**src/rtl/ecc_fix_pkg.sv**
```systemverilog
package ecc_fix_pkg;
    localparam int BYTE_W     = 8;
    localparam int CODE_BYTES = 3;
    localparam int CODE_W     = BYTE_W * CODE_BYTES;
    localparam int PAIRS      = CODE_W / 2;
    localparam int SECTOR     = 512;
    localparam int BYTE_IDX_W = $clog2(SECTOR);
    localparam int BIT_IDX_W  = $clog2(BYTE_W);

    typedef enum logic [1:0] {
        ST_CLEAN   = 2'd0,
        ST_FIXED   = 2'd1,
        ST_CODEERR = 2'd2,
        ST_FATAL   = 2'd3
    } fix_status_e;

    typedef struct packed {
        logic                  done;
        fix_status_e           status;
        logic [BYTE_IDX_W-1:0] byte_idx;
        logic [BIT_IDX_W-1:0]  bit_idx;
    } fix_state_t;
endpackage

```
**src/rtl/ecc_fix_classify.sv**
```systemverilog
module ecc_fix_classify
    import ecc_fix_pkg::*;
(
    input  logic [CODE_W-1:0] stored_i,
    input  logic [CODE_W-1:0] calc_i,
    output logic [CODE_W-1:0] diff_o,
    output fix_status_e       status_o
);
    logic [PAIRS-1:0] pair_split;
    logic             unwritten;

    assign diff_o    = stored_i ^ calc_i;
    assign unwritten = &stored_i;

    for (genvar p = 0; p < PAIRS; p++) begin : g_pair
        assign pair_split[p] = diff_o[2*p+1] ^ diff_o[2*p];
    end

    always_comb begin
        if (diff_o == '0)            status_o = ST_CLEAN;
        else if (unwritten)          status_o = ST_CLEAN;
        else if (&pair_split)        status_o = ST_FIXED;
        else if ($onehot(diff_o))    status_o = ST_CODEERR;
        else                         status_o = ST_FATAL;
    end
endmodule

```
**src/rtl/ecc_fix_locate.sv**
```systemverilog
module ecc_fix_locate
    import ecc_fix_pkg::*;
(
    input  logic [PAIRS-1:0]      upper_i,
    output logic [BYTE_IDX_W-1:0] byte_idx_o,
    output logic [BIT_IDX_W-1:0]  bit_idx_o
);
    // Upper bit of pair j sits at difference bit 2j+1; pairs 0..8 carry
    // the byte number LSB first, pairs 9..11 the bit number.
    assign byte_idx_o = upper_i[BYTE_IDX_W-1:0];
    assign bit_idx_o  = upper_i[BYTE_IDX_W +: BIT_IDX_W];
endmodule

```
**src/rtl/ecc_fix_flip.sv**
```systemverilog
module ecc_fix_flip
    import ecc_fix_pkg::*;
(
    input  logic                  armed_i,
    input  logic [BYTE_IDX_W-1:0] byte_idx_i,
    input  logic [BIT_IDX_W-1:0]  bit_idx_i,
    input  logic [BYTE_IDX_W-1:0] addr_i,
    input  logic [BYTE_W-1:0]     data_i,
    output logic [BYTE_W-1:0]     data_o
);
    logic [BYTE_W-1:0] mask;
    always_comb begin
        mask = '0;
        if (armed_i && addr_i == byte_idx_i) mask[bit_idx_i] = 1'b1;
        data_o = data_i ^ mask;
    end
endmodule

```
**src/rtl/ecc_fix_corrector.sv**
```systemverilog
module ecc_fix_corrector
    import ecc_fix_pkg::*;
(
    input  logic                  clk,
    input  logic                  rst_n,
    input  logic                  start_i,
    input  logic [CODE_W-1:0]     stored_ecc_i,
    input  logic [CODE_W-1:0]     calc_ecc_i,
    output logic                  done_o,
    output logic [1:0]            status_o,
    output logic [BYTE_IDX_W-1:0] byte_idx_o,
    output logic [BIT_IDX_W-1:0]  bit_idx_o,
    input  logic [BYTE_IDX_W-1:0] flip_addr_i,
    input  logic [BYTE_W-1:0]     flip_data_i,
    output logic [BYTE_W-1:0]     flip_data_o
);
    logic [CODE_W-1:0]     diff;
    fix_status_e           cls;
    logic [PAIRS-1:0]      upper;
    logic [BYTE_IDX_W-1:0] loc_byte;
    logic [BIT_IDX_W-1:0]  loc_bit;
    fix_state_t            st_d, st_q;

    ecc_fix_classify u_classify (
        .stored_i (stored_ecc_i),
        .calc_i   (calc_ecc_i),
        .diff_o   (diff),
        .status_o (cls)
    );

    for (genvar j = 0; j < PAIRS; j++) begin : g_upper
        assign upper[j] = diff[2*j+1];
    end

    ecc_fix_locate u_locate (
        .upper_i    (upper),
        .byte_idx_o (loc_byte),
        .bit_idx_o  (loc_bit)
    );

    always_comb begin
        st_d      = st_q;
        st_d.done = 1'b0;
        if (start_i) begin
            st_d.done     = 1'b1;
            st_d.status   = cls;
            st_d.byte_idx = (cls == ST_FIXED) ? loc_byte : '0;
            st_d.bit_idx  = (cls == ST_FIXED) ? loc_bit  : '0;
        end
    end

    always_ff @(posedge clk or negedge rst_n) begin
        if (!rst_n) st_q <= '{done: 1'b0, status: ST_CLEAN, byte_idx: '0, bit_idx: '0};
        else        st_q <= st_d;
    end

    assign done_o     = st_q.done;
    assign status_o   = st_q.status;
    assign byte_idx_o = st_q.byte_idx;
    assign bit_idx_o  = st_q.bit_idx;

    ecc_fix_flip u_flip (
        .armed_i    (st_q.status == ST_FIXED),
        .byte_idx_i (st_q.byte_idx),
        .bit_idx_i  (st_q.bit_idx),
        .addr_i     (flip_addr_i),
        .data_i     (flip_data_i),
        .data_o     (flip_data_o)
    );

    p_done_after_start_r2: assert property (@(posedge clk) disable iff (!rst_n)
        start_i |=> done_o);
    p_done_single_r2: assert property (@(posedge clk) disable iff (!rst_n)
        !start_i |=> !done_o);
    p_hold_r2: assert property (@(posedge clk) disable iff (!rst_n)
        !start_i |=> $stable(status_o) && $stable(byte_idx_o) && $stable(bit_idx_o));
    p_clean_equal_r3: assert property (@(posedge clk) disable iff (!rst_n)
        (start_i && stored_ecc_i == calc_ecc_i) |=> status_o == 2'd0);
    p_unwritten_bypass_r4: assert property (@(posedge clk) disable iff (!rst_n)
        (start_i && &stored_ecc_i) |=> status_o == 2'd0);
    p_onehot_codeerr_r8: assert property (@(posedge clk) disable iff (!rst_n)
        (start_i && $countones(stored_ecc_i ^ calc_ecc_i) == 1 && !(&stored_ecc_i))
        |=> status_o == 2'd2);
    p_loc_zero_r11: assert property (@(posedge clk) disable iff (!rst_n)
        status_o != 2'd1 |-> byte_idx_o == '0 && bit_idx_o == '0);
    p_flip_pass_r10: assert property (@(posedge clk) disable iff (!rst_n)
        (status_o != 2'd1 || flip_addr_i != byte_idx_o) |-> flip_data_o == flip_data_i);
    p_flip_single_r10: assert property (@(posedge clk) disable iff (!rst_n)
        (status_o == 2'd1 && flip_addr_i == byte_idx_o)
        |-> $countones(flip_data_o ^ flip_data_i) == 1);
endmodule

```
**config.mk**
```make
export PLATFORM = sky130hd
export DESIGN_NAME = ecc_fix_corrector
export DESIGN_NICKNAME = d
export VERILOG_FILES = /design/src/rtl/ecc_fix_pkg.sv /design/src/rtl/ecc_fix_classify.sv /design/src/rtl/ecc_fix_locate.sv /design/src/rtl/ecc_fix_flip.sv /design/src/rtl/ecc_fix_corrector.sv
export SDC_FILE = /design/constraint.sdc
export NUM_CORES = 1
export LEC_CHECK = 0
export BUFFER_PORTS_ARGS = -buffer_cell sky130_fd_sc_hd__buf_2
export CAP_MARGIN = 20
export CORE_AREA = 2 2 53 93
export DETAILED_ROUTE_END_ITERATION = 7
export DIE_AREA = 0 0 55 95
export PLACE_DENSITY = 0.82
export SLEW_MARGIN = 20
export SYNTH_ARGS = -nofsm -noshare
export SYNTH_HDL_FRONTEND = slang
export SYNTH_SLANG_ARGS = --single-unit
```
**constraint.sdc**
```tcl
create_clock -name clk -period 2 [get_ports clk]
set_input_delay 0.2 -clock clk [delete_from_list [all_inputs] [get_ports clk]]
set_output_delay 0.2 -clock clk [all_outputs]
set_load 0.05 [all_outputs]
```
-- Yosys cells after proc, flatten, opt, wreduce, memory -nomap -nowiden
Cells that the tools add are included.
- bits in registers: 15
- output and inout port bits: 23
- input bits: 68
- mux-type cells: 10
- $add $sub $neg: 23
- equality and inequality tests: 4
- reductions and logical operators: 5
- $lt $le $gt $ge: 2
- bitwise logic cells: 14
- operators by type and width (kind ; number):
    $add A5 B5 Y5 ; 11
    $add A1 B1 Y2 ; 12
    $logic_not A24 Y1 ; 1
    $reduce_and A24 Y1 ; 1
    $xor A24 B24 Y24 ; 1
    $mux W15 ; 1
    $reduce_and A12 Y1 ; 1
    $xor A1 B1 Y1 ; 12
    $eq A9 B9 Y1 ; 1
    $mux W9 ; 1
    $mux W8 ; 1
    $xor A8 B8 Y8 ; 1
    $mux W2 ; 3
    $eq A5 B1 Y1 const B ; 1
    $eq A2 B1 Y1 const B ; 2
    $lt A3 B4 Y1 const B ; 1
    $demux W1 S3 ; 1
    $ge A3 B1 Y1 const B ; 1
    $mux W3 ; 1
    $logic_and A1 B1 Y1 ; 2
    $mux W1 ; 2

-- Longest topological paths before layout
Gate-level depths: netlist of run 1.
- word-level depth: 14
- gate-level depth with buffers: 20
- depth with buffers taken out: 20

-- Modules after synthesis
From an unflattened synthesis of run 1, not the netlist that was laid out.
- cells, all modules: 231
- area total of the unflattened synthesis: 2245.9 um^2
- by module, submodules not included (module ; times used ; cells an instance ; seq. area each (um^2) ; area an instance (um^2)):
    ecc_fix_classify ; 1 ; 123 ; 0.0 ; 1082.3
    ecc_fix_corrector ; 1 ; 59 ; 375.4 ; 728.2
    ecc_fix_flip ; 1 ; 37 ; 0.0 ; 345.3
    ecc_fix_locate ; 1 ; 12 ; 0.0 ; 90.1

-- Least setup slack after synthesis of run 1
Ideal clock, no wire load.
- kind: input -> register
- start point: input port calc_ecc_i[23]
- end point: register st_q, in the netlist status_o[0]
- required time: 1.866 ns
- path slack: -2.509 ns
- data arrival time: 4.375 ns
- stages on the path: 16
- path through: xnor2_1 > inv_1 > ha_1 > fa_1 > inv_1 > fa_1 > fa_1 > fa_1 > fa_1 > inv_1 > ha_1 > fa_1 > xnor2_1 > nand3_1 > a211oi_1 > o22ai_1
- longest elaborated chain between the ends: 10
- elaborated cells between the ends (all ways): 13
- RTL lines (what ; line ; RTL):
    start: declaration ; ecc_fix_corrector.sv:8 ; input logic [CODE_W-1:0] calc_ecc_i,
    $xor A24 B24 Y24 * ; ecc_fix_classify.sv:12 ; assign diff_o = stored_i ^ calc_i;
    $add A1 B1 Y2 (not written as such) ; ecc_fix_classify.sv:23 ; else if ($onehot(diff_o)) status_o = ST_CODEERR;
    $add A5 B5 Y5 (not written as such) (3 in a row) ; ecc_fix_classify.sv:23 ;
    $eq A5 B1 Y1 ; ecc_fix_classify.sv:23 ;
    $mux W1 ; ecc_fix_classify.sv:23 ;
    $mux W2 ; ecc_fix_classify.sv:22 ; else if (&pair_split) status_o = ST_FIXED;
    $mux W2 ; ecc_fix_classify.sv:21 ; else if (unwritten) status_o = ST_CLEAN;
    $mux W2 * ; ecc_fix_classify.sv:20 ; if (diff_o == '0) status_o = ST_CLEAN;
    end signal: assignment ; ecc_fix_corrector.sv:53 ; if (!rst_n) st_q <= '{done: 1'b0, status: ST_CLEAN, byte_idx: '0, bit_idx: '0};
    end signal: assignment ; ecc_fix_corrector.sv:54 ; else st_q <= st_d;
    end: declaration ; ecc_fix_corrector.sv:22 ; fix_state_t st_d, st_q;
Mark *: on every way between the ends. The rest lies on a longest branch, timed or not.
A chain may end at the register's enable or synchronous reset.

-- Final worst setup path of run 1
- start point: input port calc_ecc_i[13]
- end point: register st_q, in the netlist status_o[0]
- longest elaborated chain between the ends: 11
- elaborated cells between the ends (all ways): 14
- RTL lines (what ; line):
    $xor A24 B24 Y24 * ; ecc_fix_classify.sv:12
    $add A1 B1 Y2 (not written as such) ; ecc_fix_classify.sv:23
    $add A5 B5 Y5 (not written as such) (4 in a row) ; ecc_fix_classify.sv:23
    $eq A5 B1 Y1 ; ecc_fix_classify.sv:23
    $mux W1 ; ecc_fix_classify.sv:23
    $mux W2 ; ecc_fix_classify.sv:22
    $mux W2 ; ecc_fix_classify.sv:21
    $mux W2 * ; ecc_fix_classify.sv:20
Marks and branches as above.

==> results.json, run 1 <==
{
  "dieHeight_um": 95,
  "period_minus_slack_ps": 4510,
  "wl_met3_um": 634,
  "place_congestion": 0.8575,
  "ys_seq_area_frac": 0.1754,
  "dr.pass1.iters": 6,
  "die_area_um2": 5225,
  "rsz0062_at_grt": "yes",
  "min_period_over_period": 2.255,
  "tritoncts": "yes",
  "drt_wl_total_um": 8917,
  "violations": "negative setup slack",
  "numCtsBuffers": 3,
  "final_area_um2": 3721,
  "drv_slew": 0,
  "wl_met2_um": 4845,
  "diodes": 0,
  "placed_area_um2": 3118,
  "nFillCells": 234,
  "status": "finished with violations",
  "path_clk_slew_ps": 60,
  "met1_length_um": 2483,
  "worstPathRequired_ps": 2120,
  "setup-violations-final": 10,
  "fin_worst_skew_ps": 0,
  "die_w_um": 55,
  "path_class": "in -> reg",
  "ios": 91,
  "leakagePower_nw": 1.912,
  "cp-end-kind": "flop",
  "fmax_mhz": 221.7,
  "drc": 0,
  "grt_usage": 0.3206,
  "core_area_um2": 4542,
  "routedWlPerCell_um": 20.93,
  "yosys_warnings": 0,
  "cts_buffer_depth": 2,
  "synth_area_um2": 2140,
  "antenna_found_initial": 0,
  "vias_per_cell": 5.667,
  "cp_max_fo": 3,
  "final_common_cell": "buf_2",
  "grt_pass1_wl_um": 11670,
  "avgSynthCellArea_um2": 9.066,
  "grt_max_degree": 17,
  "worst_pin_slew_ps": 592.6,
  "top_layer_used": "met4",
  "grt_pass1_vias": 2547,
  "slew_headroom": 0.6037,
  "powerDensity_nw_per_um2": 1289,
  "via_count": 2414,
  "hpwl_um": 5539,
  "drtAntennaViolNets": 0,
  "cts_max_level": 1,
  "root_buffer": "clkbuf_8",
  "synth.net_count": 354,
  "io_buffers": 90,
  "clk_latency_ps": 260,
  "placed_cells": 407,
  "fp-row-count": 33,
  "initial_utilization": 0.4711,
  "maxCapViolCount": 0,
  "p_total_mw": 4.795,
  "finalHoldViolations": 0,
  "clkSinkCount": 15,
  "synth_seq_cells": 15,
  "grt-ovfl-total": 0,
  "final_cells": 426,
  "final_cell_mix": "buf_2, inv_1, buf_4",
  "layout.nets": 493,
  "ir_drop_mv": 2.071,
  "cp-start-kind": "input pin",
  "syn_inst": 236,
  "hp-class": "in -> reg",
  "yosysUniqueCellTypes": 24,
  "worst_ep_arrival_time_ps": 4630,
  "drt_iter0_drc": 105,
  "syn2layout_area_growth_pct": 73.92,
  "drive_gt1_frac": 0.5722,
  "worst_slack_ps": -2510
}
cell usage after synthesis:
library cell	number	share of area
o31a_1	1	0.0041
o22ai_1	14	0.041
a211oi_1	1	0.0035
nand4_1	17	0.050
ha_1	31	0.18
or2_2	1	0.0029
nand2_1	2	0.0035
xor2_1	16	0.065
o211ai_2	1	0.0058
inv_1	72	0.13
fa_1	19	0.18
or3_1	1	0.0029
nand3_1	2	0.0047
o21ai_0	2	0.0047
and3_1	1	0.0029
nor4_1	8	0.023
nor3_1	1	0.0023
nor2_1	1	0.0018
clkbuf_1	1	0.0018
xnor2_1	26	0.11
a21o_1	1	0.0035
or4_1	1	0.0035
buf_6	1	0.0053
dfrtp_1	15	0.18
state kept, by name, indices dropped and copies added (netlist names):
name        flops
bit_idx_o       3
byte_idx_o      9
done_o          1
status_o        2
cell families (layout without fill, tap and decap cells):
group | Yosys count | after routing | synth area share
flip-flops | 15 | 15 | 0.1754
XOR/XNOR | 42 | 42 | 0.1719
AND/OR/NAND/NOR | 35 | 35 | 0.09767
buffers and inverters | 74 | 212 | 0.1333
adder cells (fa/ha/maj) | 50 | 50 | 0.3591
AO/OA/AOI/OAI | 20 | 20 | 0.06257
per-stage QoR:
step | worst slack, ps | util | setup TNS (ps) | hold slack (ps)
floorplan | -2314 | - | -3812 | -95.59
global placement | -2632 | 0.6865 | -3618 | 108.0
detailed placement | -2781 | 0.6865 | -4403 | 109.0
CTS | -2381 | 0.7906 | -2600 | 226.3
global route | -2599 | 0.8193 | -6799 | 231.6
finish | -2510 | 0.8193 | -4338 | 236.2
cell type report:
class	instances	area [µm²]	share of cell area
flip-flops and latches	15	386.6	0.1039
clock buffers	4	45.04	0.01210
inverters	72	270.3	0.07263
well taps	52	65.06	0.01748
multi-input cells	147	2048	0.5504
repair buffers	136	905.9	0.2434
per-layer routing:
| metal | vias to the layer above | GRT usage |
|---|---|---|
| li1 | 1019 | - |
| met1 | 1118 | 0.2701 |
| met2 | 189 | 0.5734 |
| met3 | 88 | 0.08070 |
| met4 | 0 | 0.2663 |
| met5 | - | 0 |
worst max-delay path, stage by stage:
cell and delay (ps):
buf_2 120, xnor2_2 310, inv_1 90, ha_2 180, inv_1 90, fa_1 430, fa_1 560, fa_1 460
fa_1 500, fa_1 550, inv_2 60, ha_4 160, fa_2 440, nor2_1 150, nand3_1 100, a211oi_2 150
o22ai_1 90
path summary, 6_finish.rpt:
kind                                 end  slack, ps  depth (start not counted)      startpoint
max                          status_o[0]      -2510                         17  calc_ecc_i[13]
min                               done_o        240                          1         start_i
max reg2reg                byte_idx_o[2]       1140                          3   byte_idx_o[2]
min reg2reg                byte_idx_o[0]        590                          2   byte_idx_o[0]
max in group asynchronous  byte_idx_o[1]       1350                          2           rst_n
min in group asynchronous    status_o[1]        380                          2           rst_n
report_power, final:
group / total (mW) / internal (mW) / switching, mW / leakage [nW]
clock: 0.256 / 0.142 / 0.115 / 0.0228
sequential: 0.341 / 0.317 / 0.0245 / 0.186
combinational: 4.20 / 1.99 / 2.20 / 1.70
what timing repair did:
| action | 4_1_cts | 5_1_grt |
|---|---|---|
| pin swaps | 41 | 13 |
| setup endpoints to repair | 9 | 21 |
| resized for setup | 60 | 11 |
| buffers inserted | 12 | 4 |
| hold buffers | 1 | 0 |
| hold endpoints to repair | 15 | 0 |
(Power assumes the default switching activity.)
==> inputs of run 2 (changes only) <==
==> constraint.sdc (replaced) <==
create_clock -name clk -period 4.47 [get_ports clk]
set_input_delay 0.447 -clock clk [delete_from_list [all_inputs] [get_ports clk]]
set_output_delay 0.447 -clock clk [all_outputs]
set_load 0.05 [all_outputs]
==> run 2 against run 1 <==
Compared with the run above:
- routed wire length is 32% lower
- non-clock buffer count decreased by 21
- the run still ends with negative setup slack left
- sequential share of layout area is 1.7 points higher
- cell count fell by 4.9%
- core utilization decreased by 14 points
- clock-buffer cell count did not move
- sequential power is 56% lower
- first-iteration DRC count decreased by 70%
- global-route usage is 8.4 points lower
- die area unchanged
- design area decreased by 17%
- combinational power down 62%
- highest routed layer unchanged
==> results.json, run 2 (synthesis results as in run 1) <==
{
  "final_cell_mix": "buf_2, inv_1, buf_4",
  "syn2layout_area_growth_pct": 44.85,
  "die_area_um2": 5225,
  "nFillCells": 353,
  "crit_slowest_cell": "fa_1",
  "grt-ovfl-total": 0,
  "io_buffers": 90,
  "grt_pass1_vias": 2174,
  "slew_headroom": 0.5758,
  "ios": 91,
  "ir_drop_mv": 0.7657,
  "cts_max_level": 1,
  "dr.pass1.iters": 5,
  "pre_cts_slack_ps": -543.7,
  "hp-class": "in -> async",
  "rsz0062_at_grt": "yes",
  "grtUsageMet1": 0.2095,
  "leakagePower_nw": 1.652,
  "period_minus_slack_ps": 4694,
  "path_class": "in -> reg",
  "initial_utilization": 0.4711,
  "cp_max_fo": 2,
  "fin_worst_skew_ps": 0,
  "cp-start-kind": "input pin",
  "place_congestion": 0.9310,
  "setup-violations-final": 1,
  "dieHeight_um": 95,
  "layout.nets": 472,
  "drt_wl_total_um": 6091,
  "finalHoldViolations": 0,
  "p_total_mw": 1.835,
  "drc": 0,
  "worst_ep_arrival_time_ps": 4800,
  "placed_area_um2": 2929,
  "gr-max-usage-layer": "met2",
  "worst_slack_ps": -224.2,
  "fp-row-count": 33,
  "final_area_um2": 3099,
  "cts_buffer_depth": 2,
  "min_period_over_period": 1.050,
  "violations": "negative setup slack",
  "vias_per_cell": 5.128,
  "cp-end-kind": "flop",
  "antenna_found_initial": 0,
  "maxCapViolCount": 0,
  "final_common_cell": "buf_2",
  "routedWlPerCell_um": 15.04,
  "hpwl_um": 5245,
  "root_buffer": "clkbuf_8",
  "clkSinkCount": 15,
  "path_clk_slew_ps": 60,
  "via_count": 2077,
  "drv_slew": 0,
  "diodes": 0,
  "tritoncts": "yes",
  "use_met2": 0.4692,
  "drive_gt1_frac": 0.4221,
  "status": "finished with violations",
  "die_w_um": 55,
  "core_area_um2": 4542,
  "worst_pin_slew_ps": 631.5,
  "worstPathRequired_ps": 4570,
  "crit_path_frequent_cell": "fa_2",
  "powerDensity_nw_per_um2": 592.2,
  "use_met3": 0.01741,
  "crit_chain": "buf_2 > xnor2_2 > buf_4 > ha_4 > inv_2 > fa_1 > fa_2 > fa_2 > inv_2 > fa_2 > inv_2 > fa_1 > inv_1 > ha_2 > fa_2 > nor2_1 > nand3_1 > a211oi_2 > o22ai_1",
  "drt_iter0_drc": 32,
  "setup_tns_ps": -224.2,
  "clk_latency_ps": 240,
  "largest_reg_flops": 9,
  "grt_max_degree": 17,
  "grt_usage": 0.2369,
  "grt_pass1_wl_um": 8880,
  "numCtsBuffers": 3,
  "fmax_mhz": 213.0,
  "drtAntennaViolNets": 0,
  "slowest_delay_ps": 590
}
[run 2: final timing paths]
check,start,endpoint,slack (ps),cells after the start
worst min-delay path,rst_n,bit_idx_o[2],100,1
worst max-delay path,stored_ecc_i[21],status_o[0],-220,19
max in group asynchronous,rst_n,byte_idx_o[1],4120,1
min in group clk,start_i,done_o,480,1
worst min register to register,byte_idx_o[7],byte_idx_o[7],570,2
worst max register to register,bit_idx_o[1],bit_idx_o[1],3710,2
[run 2: timing repair]
item	4_1_cts	5_1_grt
buffers inserted	1	1
pin swaps	9	3
resized for setup	12	7
hold buffers	0	0
endpoints found under the hold margin	0	0
setup endpoints to repair	1	1
[run 2: routing by layer]
layer  share of wire  up-vias
met1            0.31      987
li1                -      988
met4           0.048        0
met3           0.038       22
met2            0.60       80
met5               0        -
[run 2: final cells by class]
cell class,instances,area (µm²),share of cell area
timing repair buffer,115,651.9,0.2103
multi-input combinational,147,1692,0.5458
tap,52,65.06,0.02099
sequential,15,375.4,0.1211
clock buffer,4,45.04,0.01453
inverter,72,270.3,0.08720
[run 2: metrics by stage]
stage	hold WS, ps	util	cells
floorplan	151.4	-	236
global placement	358.7	0.6449	399
detailed placement	365.5	0.6449	399
CTS	106.2	0.6708	404
global route	114.1	0.6824	405
finish	100.1	0.6824	405
[run 2: worst max-delay path, delay by kind of cell]
kind	cells	cell delay, ps
xor gates and xnor gates	1	140
buffers and inverters	6	500
and+or+nand+nor	2	210
AOI/OAI and AO/OA	2	260
adders and majority gates	8	3230
[run 2: power breakdown]
part / switching, mW / internal (mW) / leakage [nW]
Sequential: 0.00694 / 0.142 / 0.201
Clock: 0.0433 / 0.0630 / 0.0228
Combinational: 0.817 / 0.763 / 1.43
Total: 0.867 / 0.968 / 1.65
==> inputs of run 3 (changes only) <==
--- a/config.mk
+++ b/config.mk
@@ -10,7 +10,7 @@
 export CORE_AREA = 2 2 53 93
 export DETAILED_ROUTE_END_ITERATION = 7
 export DIE_AREA = 0 0 55 95
-export PLACE_DENSITY = 0.82
+export PLACE_DENSITY = 0.76
 export SLEW_MARGIN = 20
 export SYNTH_ARGS = -nofsm -noshare
 export SYNTH_HDL_FRONTEND = slang
==> run 3 against run 2 <==
Compared with the run above:
- the run still ends with negative setup slack left
- sequential power about the same
- critical path depth down 2
- combinational power up 9%
- core utilization up 1.6 points
- non-clock buffer count down 2
- clock power about the same
- clock skew unchanged
- critical path type unchanged
- largest cell class unchanged
- largest power group unchanged
==> results.json, run 3 (synthesis results as in run 1) <==
{
  "hold_buffers": 0,
  "grt_pass1_wl_um": 9225,
  "drt_iter0_drc": 42,
  "p_sw_frac": 0.4535,
  "slew_headroom": 0.6344,
  "initial_utilization": 0.4711,
  "tritoncts": "yes",
  "placed_area_um2": 2922,
  "via_count": 2071,
  "grt-ovfl-total": 0,
  "violations": "negative setup slack",
  "hp-class": "in -> async",
  "final_common_cell": "buf_2",
  "path_class": "in -> reg",
  "worst_pin_slew_ps": 546.9,
  "cp-start-kind": "input pin",
  "status": "finished with violations",
  "die_area_um2": 5225,
  "min_period_over_period": 1.027,
  "clk_latency_ps": 250,
  "die_w_um": 55,
  "grt_pass1_vias": 2105,
  "pre_cts_slack_ps": -510.9,
  "drive_gt1_frac": 0.4615,
  "drc": 0,
  "ios": 91,
  "final_area_um2": 3171,
  "cts_max_level": 1,
  "path_clk_slew_ps": 60,
  "core_area_um2": 4542,
  "grt_usage": 0.2429,
  "placed_cells": 398,
  "drtAntennaViolNets": 0,
  "grt_max_degree": 17,
  "syn2layout_area_growth_pct": 48.19,
  "worst_ep_arrival_time_ps": 4700,
  "fmax_mhz": 217.9,
  "antenna_found_initial": 0,
  "diodes": 0,
  "maxCapViolCount": 0,
  "routedWlPerCell_um": 15.50,
  "drv_slew": 0,
  "largest_reg_flops": 9,
  "dr.pass1.iters": 4,
  "dieHeight_um": 95,
  "p_comb_frac": 0.871,
  "setup-violations-final": 1,
  "period_minus_slack_ps": 4590,
  "hpwl_um": 5329,
  "final_cells": 403,
  "io_buffers": 90,
  "p_total_mw": 1.991,
  "switching_power_mw": 0.9027,
  "cp_max_fo": 3,
  "holdWs_ps": 95.97,
  "worstPathRequired_ps": 4580,
  "fin_worst_skew_ps": 0,
  "pwr-share-clk": 0.055,
  "cts_buffer_depth": 2,
  "intPower_mw": 1.088,
  "ir_drop_mv": 1.201,
  "finalHoldViolations": 0,
  "fp-row-count": 33,
  "cp-end-kind": "flop",
  "worst_slack_ps": -119.9,
  "clkSinkCount": 15,
  "drt_wl_total_um": 6248,
  "powerDensity_nw_per_um2": 627.8,
  "leakagePower_nw": 1.654,
  "final_cell_mix": "buf_2, inv_1, buf_4",
  "root_buffer": "clkbuf_8",
  "layout.nets": 470,
  "vias_per_cell": 5.139,
  "numCtsBuffers": 3,
  "place_congestion": 0.8183,
  "rsz0062_at_grt": "yes",
  "pwr-share-seq": 0.075
}
## run 3: changes by cell type in the layout (fill, tap and decap cells not counted), moves of 3 or more
cell / delta
ha_1: -4
fa_2: +3
xnor2_1: -3
fa_1: -3
xnor2_2: +3
ha_4: +3
## run 3: worst max-delay path: stages
cell and delay [ps]:
buf_2 110, xnor2_2 220, inv_1 110, ha_4 230, fa_1 540, inv_1 60, fa_2 390, fa_1 540
fa_1 440, fa_1 510, inv_2 50, ha_4 150, fa_2 410, nor2_2 100, nand3_2 80, a211oi_2 210
o22ai_1 100
## run 3: area by class of cell
type                       instances  area, µm²
sequential                        15      375.4
timing repair buffer             113      630.6
fill                             366       1371
clock buffer                       4      45.04
tap                               52      65.06
inverter                          72      270.3
multi-input combinational        147       1784
## run 3: metal layers
layer / vias up / wire (µm) / track usage
met4: 0 / 294 / 0.1240
li1: 977 / - / -
met2: 67 / 3748 / 0.4772
met1: 1008 / 1962 / 0.2319
met5: - / 0 / 0
met3: 19 / 242 / 0.01108
## run 3: repair_timing
item | CTS | global route
endpoints found under the setup margin | 1 | 1
setup buffers | 1 | 0
gates resized for setup | 24 | 10
pin swaps | 19 | 11
## run 3: through the flow
step,setup TNS [ps],utilization
final,-119.9,0.6981
after global routing,-237.2,0.6981
after CTS,-95.14,0.6824
after detailed placement,-510.9,0.6433
after global placement,-349.9,0.6433
after floorplan,-91.35,-
## run 3: final timing paths
kind / endpoint / slack [ps] / cells after the start / start
worst max-delay path: status_o[0] / -120 / 17 / calc_ecc_i[11]
worst min-delay path: byte_idx_o[8] / 100 / 1 / rst_n
worst max register to register: bit_idx_o[1] / 3700 / 2 / bit_idx_o[1]
worst min register to register: byte_idx_o[8] / 580 / 2 / byte_idx_o[8]
max in group asynchronous: bit_idx_o[1] / 4120 / 1 / rst_n
min in group clk: done_o / 480 / 1 / start_i
## run 3: power groups by stage
stage	Clock [mW]	Combinational [mW]	Sequential (mW)
after floorplan	0	0.922	0.169
after global placement	0	1.26	0.151
after detailed placement	0	1.35	0.151
after CTS	0.110	1.45	0.148
after global routing	0.117	1.91	0.150
final	0.109	1.73	0.148
